$ cat src/rtl/accum_pkg.sv
package accum_pkg;

   localparam int OPC_W = 4;

   typedef enum logic [OPC_W-1:0] {
      OP_HALT = 4'd0,
      OP_LOAD = 4'd1,
      OP_STOR = 4'd2,
      OP_ADD  = 4'd3,
      OP_SUB  = 4'd4,
      OP_MUL  = 4'd5,
      OP_DIV  = 4'd6
   } op_e;

   typedef enum logic [2:0] {
      ST_IDLE,
      ST_FETCH,
      ST_FWAIT,
      ST_DECODE,
      ST_OPWAIT,
      ST_HALT
   } state_e;

   // Operations that read a memory operand and update the accumulator.
   function automatic logic op_reads_mem(input logic [OPC_W-1:0] op);
      return (op == OP_LOAD) || (op == OP_ADD) || (op == OP_SUB) ||
             (op == OP_MUL)  || (op == OP_DIV);
   endfunction

endpackage

$ cat src/rtl/accum_alu.sv
module accum_alu
   import accum_pkg::*;
#(
   parameter int DATA_W = 16
) (
   input  logic [OPC_W-1:0]  op_i,
   input  logic [DATA_W-1:0] acc_i,
   input  logic [DATA_W-1:0] opnd_i,
   output logic [DATA_W-1:0] res_o,
   output logic              div_zero_o
);

   localparam int EXT_W = DATA_W + 1;

   logic signed [EXT_W-1:0] num_s, den_s, quo_s;
   logic [DATA_W-1:0]       sum_r, dif_r, mul_r, div_r;

   assign sum_r = acc_i + opnd_i;
   assign dif_r = acc_i - opnd_i;
   assign mul_r = acc_i * opnd_i;  // low half of the product

   // One extra bit so the most negative value over minus one does not overflow
   assign num_s = $signed({acc_i[DATA_W-1], acc_i});
   assign den_s = $signed({opnd_i[DATA_W-1], opnd_i});

   always_comb begin
      if (opnd_i == '0) quo_s = '0;
      else              quo_s = num_s / den_s;
   end

   assign div_r = DATA_W'(quo_s);

   assign div_zero_o = (op_i == OP_DIV) && (opnd_i == '0);

   always_comb begin
      unique case (op_i)
         OP_LOAD: res_o = opnd_i;
         OP_ADD:  res_o = sum_r;
         OP_SUB:  res_o = dif_r;
         OP_MUL:  res_o = mul_r;
         OP_DIV:  res_o = (opnd_i == '0) ? acc_i : div_r;
         default: res_o = acc_i;
      endcase
   end

endmodule

$ cat src/rtl/accum_seq.sv
module accum_seq
   import accum_pkg::*;
#(
   parameter int          DATA_W     = 16,
   parameter int          ADDR_W     = 12,
   parameter int unsigned START_ADDR = 0
) (
   input  logic              clk,
   input  logic              rst_n,
   input  logic              start,
   input  logic [DATA_W-1:0] mem_rdata,
   output state_e            state_o,
   output logic [OPC_W-1:0]  op_o,
   output logic [ADDR_W-1:0] pc_o,
   output logic [ADDR_W-1:0] mem_addr,
   output logic              mem_we,
   output logic              exec_o
);

   localparam logic [ADDR_W-1:0] PC_RST = ADDR_W'(START_ADDR);

   state_e            state_q, state_d;
   logic [DATA_W-1:0] ir_q;
   logic [ADDR_W-1:0] pc_q;
   logic [OPC_W-1:0]  ir_op;
   logic [ADDR_W-1:0] ir_addr;

   assign ir_op   = ir_q[DATA_W-1 -: OPC_W];
   assign ir_addr = ir_q[ADDR_W-1:0];

   always_comb begin
      state_d = state_q;
      unique case (state_q)
         ST_IDLE:   if (start) state_d = ST_FETCH;
         ST_FETCH:  state_d = ST_FWAIT;
         ST_FWAIT:  state_d = ST_DECODE;
         ST_DECODE: begin
            if (ir_op == OP_STOR)         state_d = ST_FETCH;
            else if (op_reads_mem(ir_op)) state_d = ST_OPWAIT;
            else                          state_d = ST_HALT;
         end
         ST_OPWAIT: state_d = ST_FETCH;
         default:   state_d = ST_HALT;
      endcase
   end

   always_ff @(posedge clk or negedge rst_n) begin
      if (!rst_n) begin
         state_q <= ST_IDLE;
         ir_q    <= '0;
         pc_q    <= PC_RST;
      end else begin
         state_q <= state_d;
         if (state_q == ST_FWAIT) begin
            ir_q <= mem_rdata;
            pc_q <= pc_q + ADDR_W'(1);
         end
      end
   end

   assign mem_addr = (state_q == ST_DECODE) ? ir_addr : pc_q;
   assign mem_we   = (state_q == ST_DECODE) && (ir_op == OP_STOR);
   assign exec_o   = (state_q == ST_OPWAIT);
   assign state_o  = state_q;
   assign op_o     = ir_op;
   assign pc_o     = pc_q;

   assert_idle_pc_R1: assert property (@(posedge clk) disable iff (!rst_n)
      (state_q == ST_IDLE) |-> (pc_q == PC_RST));

   assert_pc_step_R2: assert property (@(posedge clk) disable iff (!rst_n)
      (state_q == ST_FWAIT) |=> (pc_q == $past(pc_q) + ADDR_W'(1)));

   assert_halt_hold_R9: assert property (@(posedge clk) disable iff (!rst_n)
      (state_q == ST_HALT) |=> ((state_q == ST_HALT) && $stable(pc_q) && !mem_we));

endmodule

$ cat src/rtl/accum_core.sv
module accum_core
   import accum_pkg::*;
#(
   parameter int          DATA_W     = 16,
   parameter int          ADDR_W     = 12,
   parameter int unsigned START_ADDR = 0
) (
   input  logic              clk,
   input  logic              rst_n,
   input  logic              start,
   output logic [ADDR_W-1:0] mem_addr,
   output logic [DATA_W-1:0] mem_wdata,
   output logic              mem_we,
   input  logic [DATA_W-1:0] mem_rdata,
   output logic              halted,
   output logic              div_err,
   output logic [DATA_W-1:0] acc_out,
   output logic [ADDR_W-1:0] pc_out
);

   generate
      if (DATA_W != OPC_W + ADDR_W) begin : g_bad_width
         $error("instruction word must hold opcode plus address");
      end
      if (START_ADDR >= (64'd1 << ADDR_W)) begin : g_bad_start
         $error("start address outside the address space");
      end
   endgenerate

   state_e            state;
   logic [OPC_W-1:0]  op;
   logic              exec;
   logic [DATA_W-1:0] alu_res;
   logic              div_zero;
   logic [DATA_W-1:0] acc_q;
   logic              derr_q;

   accum_seq #(
      .DATA_W    (DATA_W),
      .ADDR_W    (ADDR_W),
      .START_ADDR(START_ADDR)
   ) i_seq (
      .clk      (clk),
      .rst_n    (rst_n),
      .start    (start),
      .mem_rdata(mem_rdata),
      .state_o  (state),
      .op_o     (op),
      .pc_o     (pc_out),
      .mem_addr (mem_addr),
      .mem_we   (mem_we),
      .exec_o   (exec)
   );

   accum_alu #(
      .DATA_W(DATA_W)
   ) i_alu (
      .op_i      (op),
      .acc_i     (acc_q),
      .opnd_i    (mem_rdata),
      .res_o     (alu_res),
      .div_zero_o(div_zero)
   );

   always_ff @(posedge clk or negedge rst_n) begin
      if (!rst_n) begin
         acc_q  <= '0;
         derr_q <= 1'b0;
      end else if (exec) begin
         acc_q <= alu_res;
         if (div_zero) derr_q <= 1'b1;
      end
   end

   assign mem_wdata = acc_q;
   assign acc_out   = acc_q;
   assign div_err   = derr_q;
   assign halted    = (state == ST_HALT);

   assert_store_single_R4: assert property (@(posedge clk) disable iff (!rst_n)
      mem_we |=> (!mem_we && $stable(acc_q)));

   assert_divzero_keep_R8: assert property (@(posedge clk) disable iff (!rst_n)
      (exec && div_zero) |=> ($stable(acc_q) && derr_q));

   assert_err_sticky_R8: assert property (@(posedge clk) disable iff (!rst_n)
      derr_q |=> derr_q);

   assert_halt_sticky_R9: assert property (@(posedge clk) disable iff (!rst_n)
      halted |=> halted);

endmodule

$ cat config.mk
export PLATFORM = sky130hd
export DESIGN_NAME = accum_core
export DESIGN_NICKNAME = d
export VERILOG_FILES = /design/src/rtl/accum_pkg.sv /design/src/rtl/accum_alu.sv /design/src/rtl/accum_seq.sv /design/src/rtl/accum_core.sv
export SDC_FILE = /design/constraint.sdc
export NUM_CORES = 1
export LEC_CHECK = 0
export BUFFER_PORTS_ARGS = -buffer_cell sky130_fd_sc_hd__buf_2
export CAP_MARGIN = 20
export CORE_MARGIN = 3
export CORE_UTILIZATION = 50
export DETAILED_ROUTE_END_ITERATION = 10
export MAX_ROUTING_LAYER = met4
export PLACE_DENSITY = 0.75
export SETUP_SLACK_MARGIN = 0.15
export SLEW_MARGIN = 20
export SYNTH_ARGS = -nofsm -noshare
export SYNTH_HDL_FRONTEND = slang
export SYNTH_SLANG_ARGS = --single-unit
$ cat constraint.sdc
create_clock -name clk -period 34.4 [get_ports clk]
set_input_delay 0 -clock clk [delete_from_list [all_inputs] [get_ports clk]]
set_output_delay 0 -clock clk [all_outputs]
set_load 0.01 [all_outputs]
==> impl_results.md, run 1 <==
- Total CTS buffers: 5
- Flop2flop setup slack: 1.91 ns
- Aggregate global-route resource usage: 0.322
- Clock root buffer: clkbuf_16
- Synth unique cells: 92
- DRT Wirelength: 57100 um
- Clk slew on worst S/H paths: 0.08 ns
- Pre-CTS setup slack: -0.483 ns
- Cells after synthesis: 2129
- 1st-iter DRT viols: 1895
- Final max-slew violation count: 0
- Pre-antenna DRT Iters: 7
- Hold Path Class: in2reg
- Cell accounting for the most synthesized area: ha_1
- Filler cells: 3012
- Worst Max-Slew Pin Slew: 1.14 ns
- Number of flops mapped to enable cells by yosys: 0
- Vias in the first global route: 16.3k
- Critical Path Source Type: flip-flop
- Initial antenna violation count: 2
- Total clock sinks: 48
- Mapped Area: 16400 um2
- Post-synthesis mux area share: 0.0539
- Reg area: 1200 um2
- Status: completed
- Port bufs: 77
- Initial core utilization: 0.514
- CTS tree: done
- Setup CP Type: reg2reg
- Mapped Nets: 2452
- DRC viols: 0
- CTS Buffer Depth: 2
- Post-DP HPWL: 43300 um
- Clk_lat worst skew: 0.31 ns
- Fmax: 30.8 MHz
- Post-synthesis async set-or-reset flop share: 1.00
- Worst hold stages: 3
- Adder-cell share of the synthesized area: 0.269
- Num ports: 78
- Unrepaired setup endpoints after global routing: false
- # rows: 65
- Tcrit/Tclk final: 0.944
- Synthesized area per cell: 7.69 um2
- Largest fanout on the critical path: 13
- CP Data Required Time: 34.63 ns
- Total grt overflow: 0
- Worst setup margin: 1.91 ns
- Multi-input gate area: 14300 um2
- Nets@finish: 2502
- Die X: 187 um
- Share of cells above drive strength 1: 0.139
- Xor/xnor share of the synthesized area: 0.105
- Register bit total from synthesis: 48
- Post-synthesis sequential area ratio: 0.0733
- Synth Area in Compound Gates: 0.220
- Clock skew: 0.0119 ns
- Drt via density: 6.39
- First-pass GRT wire length: 88500 um
- Largest net degree at the start of global routing: 49
- Post-route ant nets: 0
- # setup viols final: 0
- Critical-path top delay cell: or4_1
- CORE AREA: 31900 um2
- DR WL/cell: 21.8 um
- Layout area overhead: 8.54%
- Slew margin rel.: 0.237
- DIE HEIGHT: 187 um
- Reg2Reg Depth: 134
- Data arrival, critical path: 32.72 ns
- Yosys warning total: 0
- RePlAce Congestion: 1.04
- Vias: 16.7k
- Worst setup EP type: flip-flop
- Hold Vio Cnt, Final: 0
- Final min period: 32.49 ns
- DIE AREA: 35000 um2
- Top cells by area, synth: ha_1, fa_1, dfrtp_1
- Largest family of logic cells by synthesized area: adder cells
- Post-synthesis simple-gate area fraction: 0.210
- Most used cell, CP: ha_1
- Max Cap Viol: 0
- Ys flop type: dfrtp_1
- Yosys top cell area share: 0.170
- Fin util: 0.558
- H-tree depth: 2
- Max stage delay on crit path: 0.53 ns
-- worst paths after layout --
check / start / endpoint
max: acc_out[0] / acc_out[14]
max reg2reg: acc_out[0] / acc_out[14]
min reg2reg: div_err / div_err
min in group asynchronous: rst_n / i_seq.ir_q[9]
max in group asynchronous: rst_n / acc_out[8]
min: mem_rdata[13] / acc_out[13]
-- critical path: cells and delay by family (launching register included) --
family | cells | cell delay, ns
AND/OR/NAND/NOR | 30 | 6.75
AO/OA/AOI/OAI | 67 | 15.58
multiplexers | 7 | 2.29
XOR/XNOR | 1 | 0.09
buffers and inverters | 12 | 1.87
flip-flops | 1 | 0.40
adder cells (fa/ha/maj) | 17 | 5.34
-- cells in the final DEF (no fill, tap or decap), drive strengths merged, types with 8 or more instances in the layout --
cell type,n
o31ai,27
fa,81
buf,142
a31oi,35
mux2i,15
a21oi,125
a2111oi,8
nand4,25
a211oi,14
o31a,8
xor2,62
nand2b,16
or3,22
and3,18
o21a,37
nand2,205
ha,223
o211ai,24
or2,14
o21ai,89
xnor2,133
mux2,64
nor2,183
nor3,67
and2,68
a21boi,8
o221ai,8
nand3,39
o41ai,15
a21o,43
nor4,9
inv,165
nor2b,16
dfrtp,48
-- synth_stat cells, types with 43 or more instances --
master    count
fa_1         81
a21oi_1     125
clkbuf_1     58
nor3_1       64
mux2_2       61
ha_1        223
xor2_1       60
dfrtp_1      48
a21o_1       43
nor2_1      181
o21ai_0      84
and2_1       68
inv_1       165
xnor2_1     133
nand2_1     205
-- state kept, by name (all words and copies together) (netlist names) --
signal         cells
acc_out           16
i_seq.ir_q        16
i_seq.pc_o        12
i_seq.state_o      3
div_err            1
-- layer usage --
layer,GRT usage,wire [um]
met3,0.0692,5790
met5,-,0
met2,0.506,25400
met1,0.408,23000
met4,0.123,2850
-- stage by stage --
step / std cells / TNS, ns / instance area (um2) / hold WS, ns
2_1_floorplan: 2129 / 0 / 16400 / -0.296
3_3_place_gp: 2591 / 0 / 17200 / 0.148
3_5_place_dp: 2591 / -2.42 / 17200 / 0.159
4_1_cts: 2602 / 0 / 17500 / 0.154
5_1_grt: 2617 / 0 / 17800 / 0.180
6_report: 2617 / 0 / 17800 / 0.164
-- what timing repair did --
action                                  CTS  global route
resized for setup                         6            46
gates cloned                              1             1
pin swaps                                 1             4
endpoints found under the hold margin    49             0
setup buffers                             0            12
endpoints found under the setup margin   14            16
hold buffers                              2             0
-- cells by family (layout without fill, tap and decap cells) --
| kind of cell | Yosys count | after routing |
|---|---|---|
| multiplexers | 79 | 79 |
| AND/OR/NAND/NOR | 710 | 710 |
| AO/OA/AOI/OAI | 522 | 524 |
| flip-flops | 48 | 48 |
| adder cells (fa/ha/maj) | 304 | 304 |
| other | 2 | 4 |
| buffers and inverters | 269 | 318 |
| XOR/XNOR | 195 | 195 |
-- layout make-up --
class | count | share of cell area
flip-flops and latches | 48 | 0.0676
diodes | 2 | 0.000282
clock buffers | 6 | 0.00781
multi-input cells | 1814 | 0.807
clock inverters | 2 | 0.000845
inverters | 166 | 0.0353
well taps | 435 | 0.0306
repair buffers | 144 | 0.0505
Power of run 1 is left out: the tool's default activity adds up to more than one toggle a clock period on the data nets, which glitch-free logic cannot reach.
==> inputs of run 2 (changes only) <==
- REMOVE_ABC_BUFFERS: unset -> 1
==> run 2 against run 1 <==
Die area is the same; count of clock-buffer cells in the layout decreased by 1; flip-flop and latch count did not move; critical endpoint is now acc_out[10]; utilization fell by 0.15 points; register-to-register slack better by 0.08 ns; via count is 1.7% lower; critical path type unchanged; non-clock buffer count is 4 lower; wire length is 5.5% lower; largest cell class unchanged; worst hold slack lost 0.021 ns.
==> impl_results.md, run 2 (synthesis results as in run 1) <==
- Num ports: 78 (unchanged)
- Fmax: 30.9 MHz (+0.24%)
- Initial antenna violation count: 0 (-2)
- Worst Max-Slew Pin Slew: 1.06 ns (-0.0809 ns)
- Vias in the first global route: 16.3k (+0.14%)
- Commonest non-fill, non-tap cells in the layout: ha_1, nand2_1, nor2_1, inv_1, xnor2_1
- Share of cells above drive strength 1: 0.137 (-0.00290)
- CP Data Required Time: 34.58 ns (-0.05 ns)
- 1st-iter DRT viols: 1395 (-26%)
- Total clock sinks: 48 (unchanged)
- CORE AREA: 31900 um2 (unchanged)
- Clock skew: 0.0145 ns (+0.00255 ns)
- # setup viols final: 0 (unchanged)
- Slew margin rel.: 0.291 (+0.0547)
- First-pass GRT wire length: 85400 um (-3.4%)
- Max Cap Viol: 0 (unchanged)
- DIE AREA: 35000 um2 (unchanged)
- Aggregate global-route resource usage: 0.307 (-0.0153)
- DIE HEIGHT: 187 um (unchanged)
- Tcrit/Tclk final: 0.942 (-0.00223)
- Worst hold stages: 3 (unchanged)
- Commonest non-fill, non-tap cell in the layout: ha_1
- CTS tree: done
- Port bufs: 77 (unchanged)
- Reg-to-reg startpoint: acc_out[0]
- Total grt overflow: 0 (unchanged)
- Filler cells: 3011 (-0.033%)
- Reg2Reg Depth: 136 (+1.5%)
- Critical Path Source Type: flip-flop
- Initial core utilization: 0.514 (unchanged)
- DRC viols: 0 (unchanged)
- RePlAce Congestion: 0.988 (-4.6%)
- Largest fanout on the critical path: 24 (+11)
- Clk slew on worst S/H paths: 0.07 ns (about the same)
- Max stage delay on crit path: 0.53 ns (about the same)
- CTS Buffer Depth: 2 (unchanged)
- Nets@finish: 2497 (-0.20%)
- Delay-heaviest family, CP: compound AO/OA/AOI/OAI gates
- Post-route ant nets: 0 (unchanged)
- Critical-path top delay cell: or4_1
- Hold path start: mem_rdata[13]
- DRT Wirelength: 53900 um (-5.5%)
- H-tree depth: 2 (unchanged)
- RR Endpoint: acc_out[10]
- Data arrival, critical path: 32.59 ns (-0.13 ns)
- Unrepaired setup endpoints after global routing: false
- Drt via density: 6.30 (-1.4%)
- DR WL/cell: 20.7 um (-5.3%)
- Final min period: 32.41 ns (-0.0767 ns)
- Final max-slew violation count: 0 (unchanged)
- Layout area overhead: 8.25%
- Clock root buffer: clkbuf_16
- Hold Vio Cnt, Final: 0 (unchanged)
- Clk_lat worst skew: 0.31 ns (about the same)
- # rows: 65 (unchanged)
- Die X: 187 um (unchanged)
- Post-route setup TNS: 0 ns (unchanged)
- Flop2flop setup slack: 1.99 ns (+0.08 ns)
- Hold path endpoint: acc_out[13]
- Critical path buffer and inverter count: 7 (-5)
- Total CTS buffers: 5 (unchanged)
- Vias: 16.4k (-1.7%)
- Pre-antenna DRT Iters: 5 (-2)
- Antenna fix cells: 0 (-2)
- Largest net degree at the start of global routing: 49 (unchanged)
- Hold Path Class: in2reg
- Worst setup EP type: flip-flop
- Setup CP Type: reg2reg
- Most used cell, CP: ha_1
- Post-DP HPWL: 40900 um (-5.4%)
- Status: completed
==> run 2: cell types whose count changed in the layout (fill, tap and decap cells not counted), moves of 2 or more <==
cell,delta
o21ai_2,-2
bufinv_16,+2
xor2_1,-2
o21ai_1,+2
xor2_2,+2
and2_2,+2
diode_2,-2
buf_4,-4
clkinvlp_4,-3
==> run 2: worst max-delay path by stage <==
| stage | start | end | slack [ns] | depth (start not counted) |
|---|---|---|---|---|
| after detailed placement | acc_out[0] | acc_out[10] | 0.34 | 133 |
| after global routing | acc_out[0] | acc_out[6] | 0.08 | 135 |
| final | acc_out[0] | acc_out[10] | 1.99 | 136 |
| after global placement | acc_out[0] | acc_out[8] | 1.13 | 133 |
| after CTS | acc_out[0] | acc_out[10] | 0.22 | 135 |
| after floorplan | acc_out[2] | acc_out[8] | 2.43 | 130 |
==> run 2: layout make-up <==
type | instances | area (um2) | area share
clock buffer | 5 | 125 | 0.00706
timing repair buffer | 140 | 867 | 0.0489
clock inverter | 3 | 68.8 | 0.00388
multi-input combinational | 1813 | 14300 | 0.807
tap | 435 | 544 | 0.0307
inverter | 166 | 623 | 0.0351
sequential | 48 | 1200 | 0.0677
==> run 2: tightest hold or removal path, cell delays in order <==
cell and delay, ns:
buf_2 0.20, nor2_1 0.14, o31ai_1 0.07
==> run 2: through the flow <==
step | hold slack [ns] | util | area, um2 | std cells | setup slack [ns]
floorplan | -0.296 | - | 15900 | 2026 | 2.43
global placement | 0.148 | 0.543 | 17300 | 2596 | 1.13
detailed placement | 0.144 | 0.543 | 17300 | 2596 | 0.342
CTS | 0.127 | 0.549 | 17500 | 2606 | 0.219
global route | 0.185 | 0.556 | 17700 | 2610 | 0.0820
finish | 0.143 | 0.556 | 17700 | 2610 | 1.99
==> run 2: metal layers <==
| metal | GRT usage | vias up | wire length [um] |
|---|---|---|---|
| li1 | - | 7658 | - |
| met1 | 0.389 | 7844 | 22900 |
| met2 | 0.498 | 774 | 24600 |
| met3 | 0.0358 | 166 | 4020 |
| met4 | 0.128 | 0 | 2490 |
| met5 | - | - | 0 |
==> run 2: timing repair <==
| action | 4_1_cts | 5_1_grt |
|---|---|---|
| hold buffers | 2 | 0 |
| endpoints found under the setup margin | 0 | 16 |
| resized for setup | 0 | 42 |
| hold endpoints to repair | 49 | 0 |
| setup buffers | 0 | 3 |
Power of run 2 is left out for the same reason.
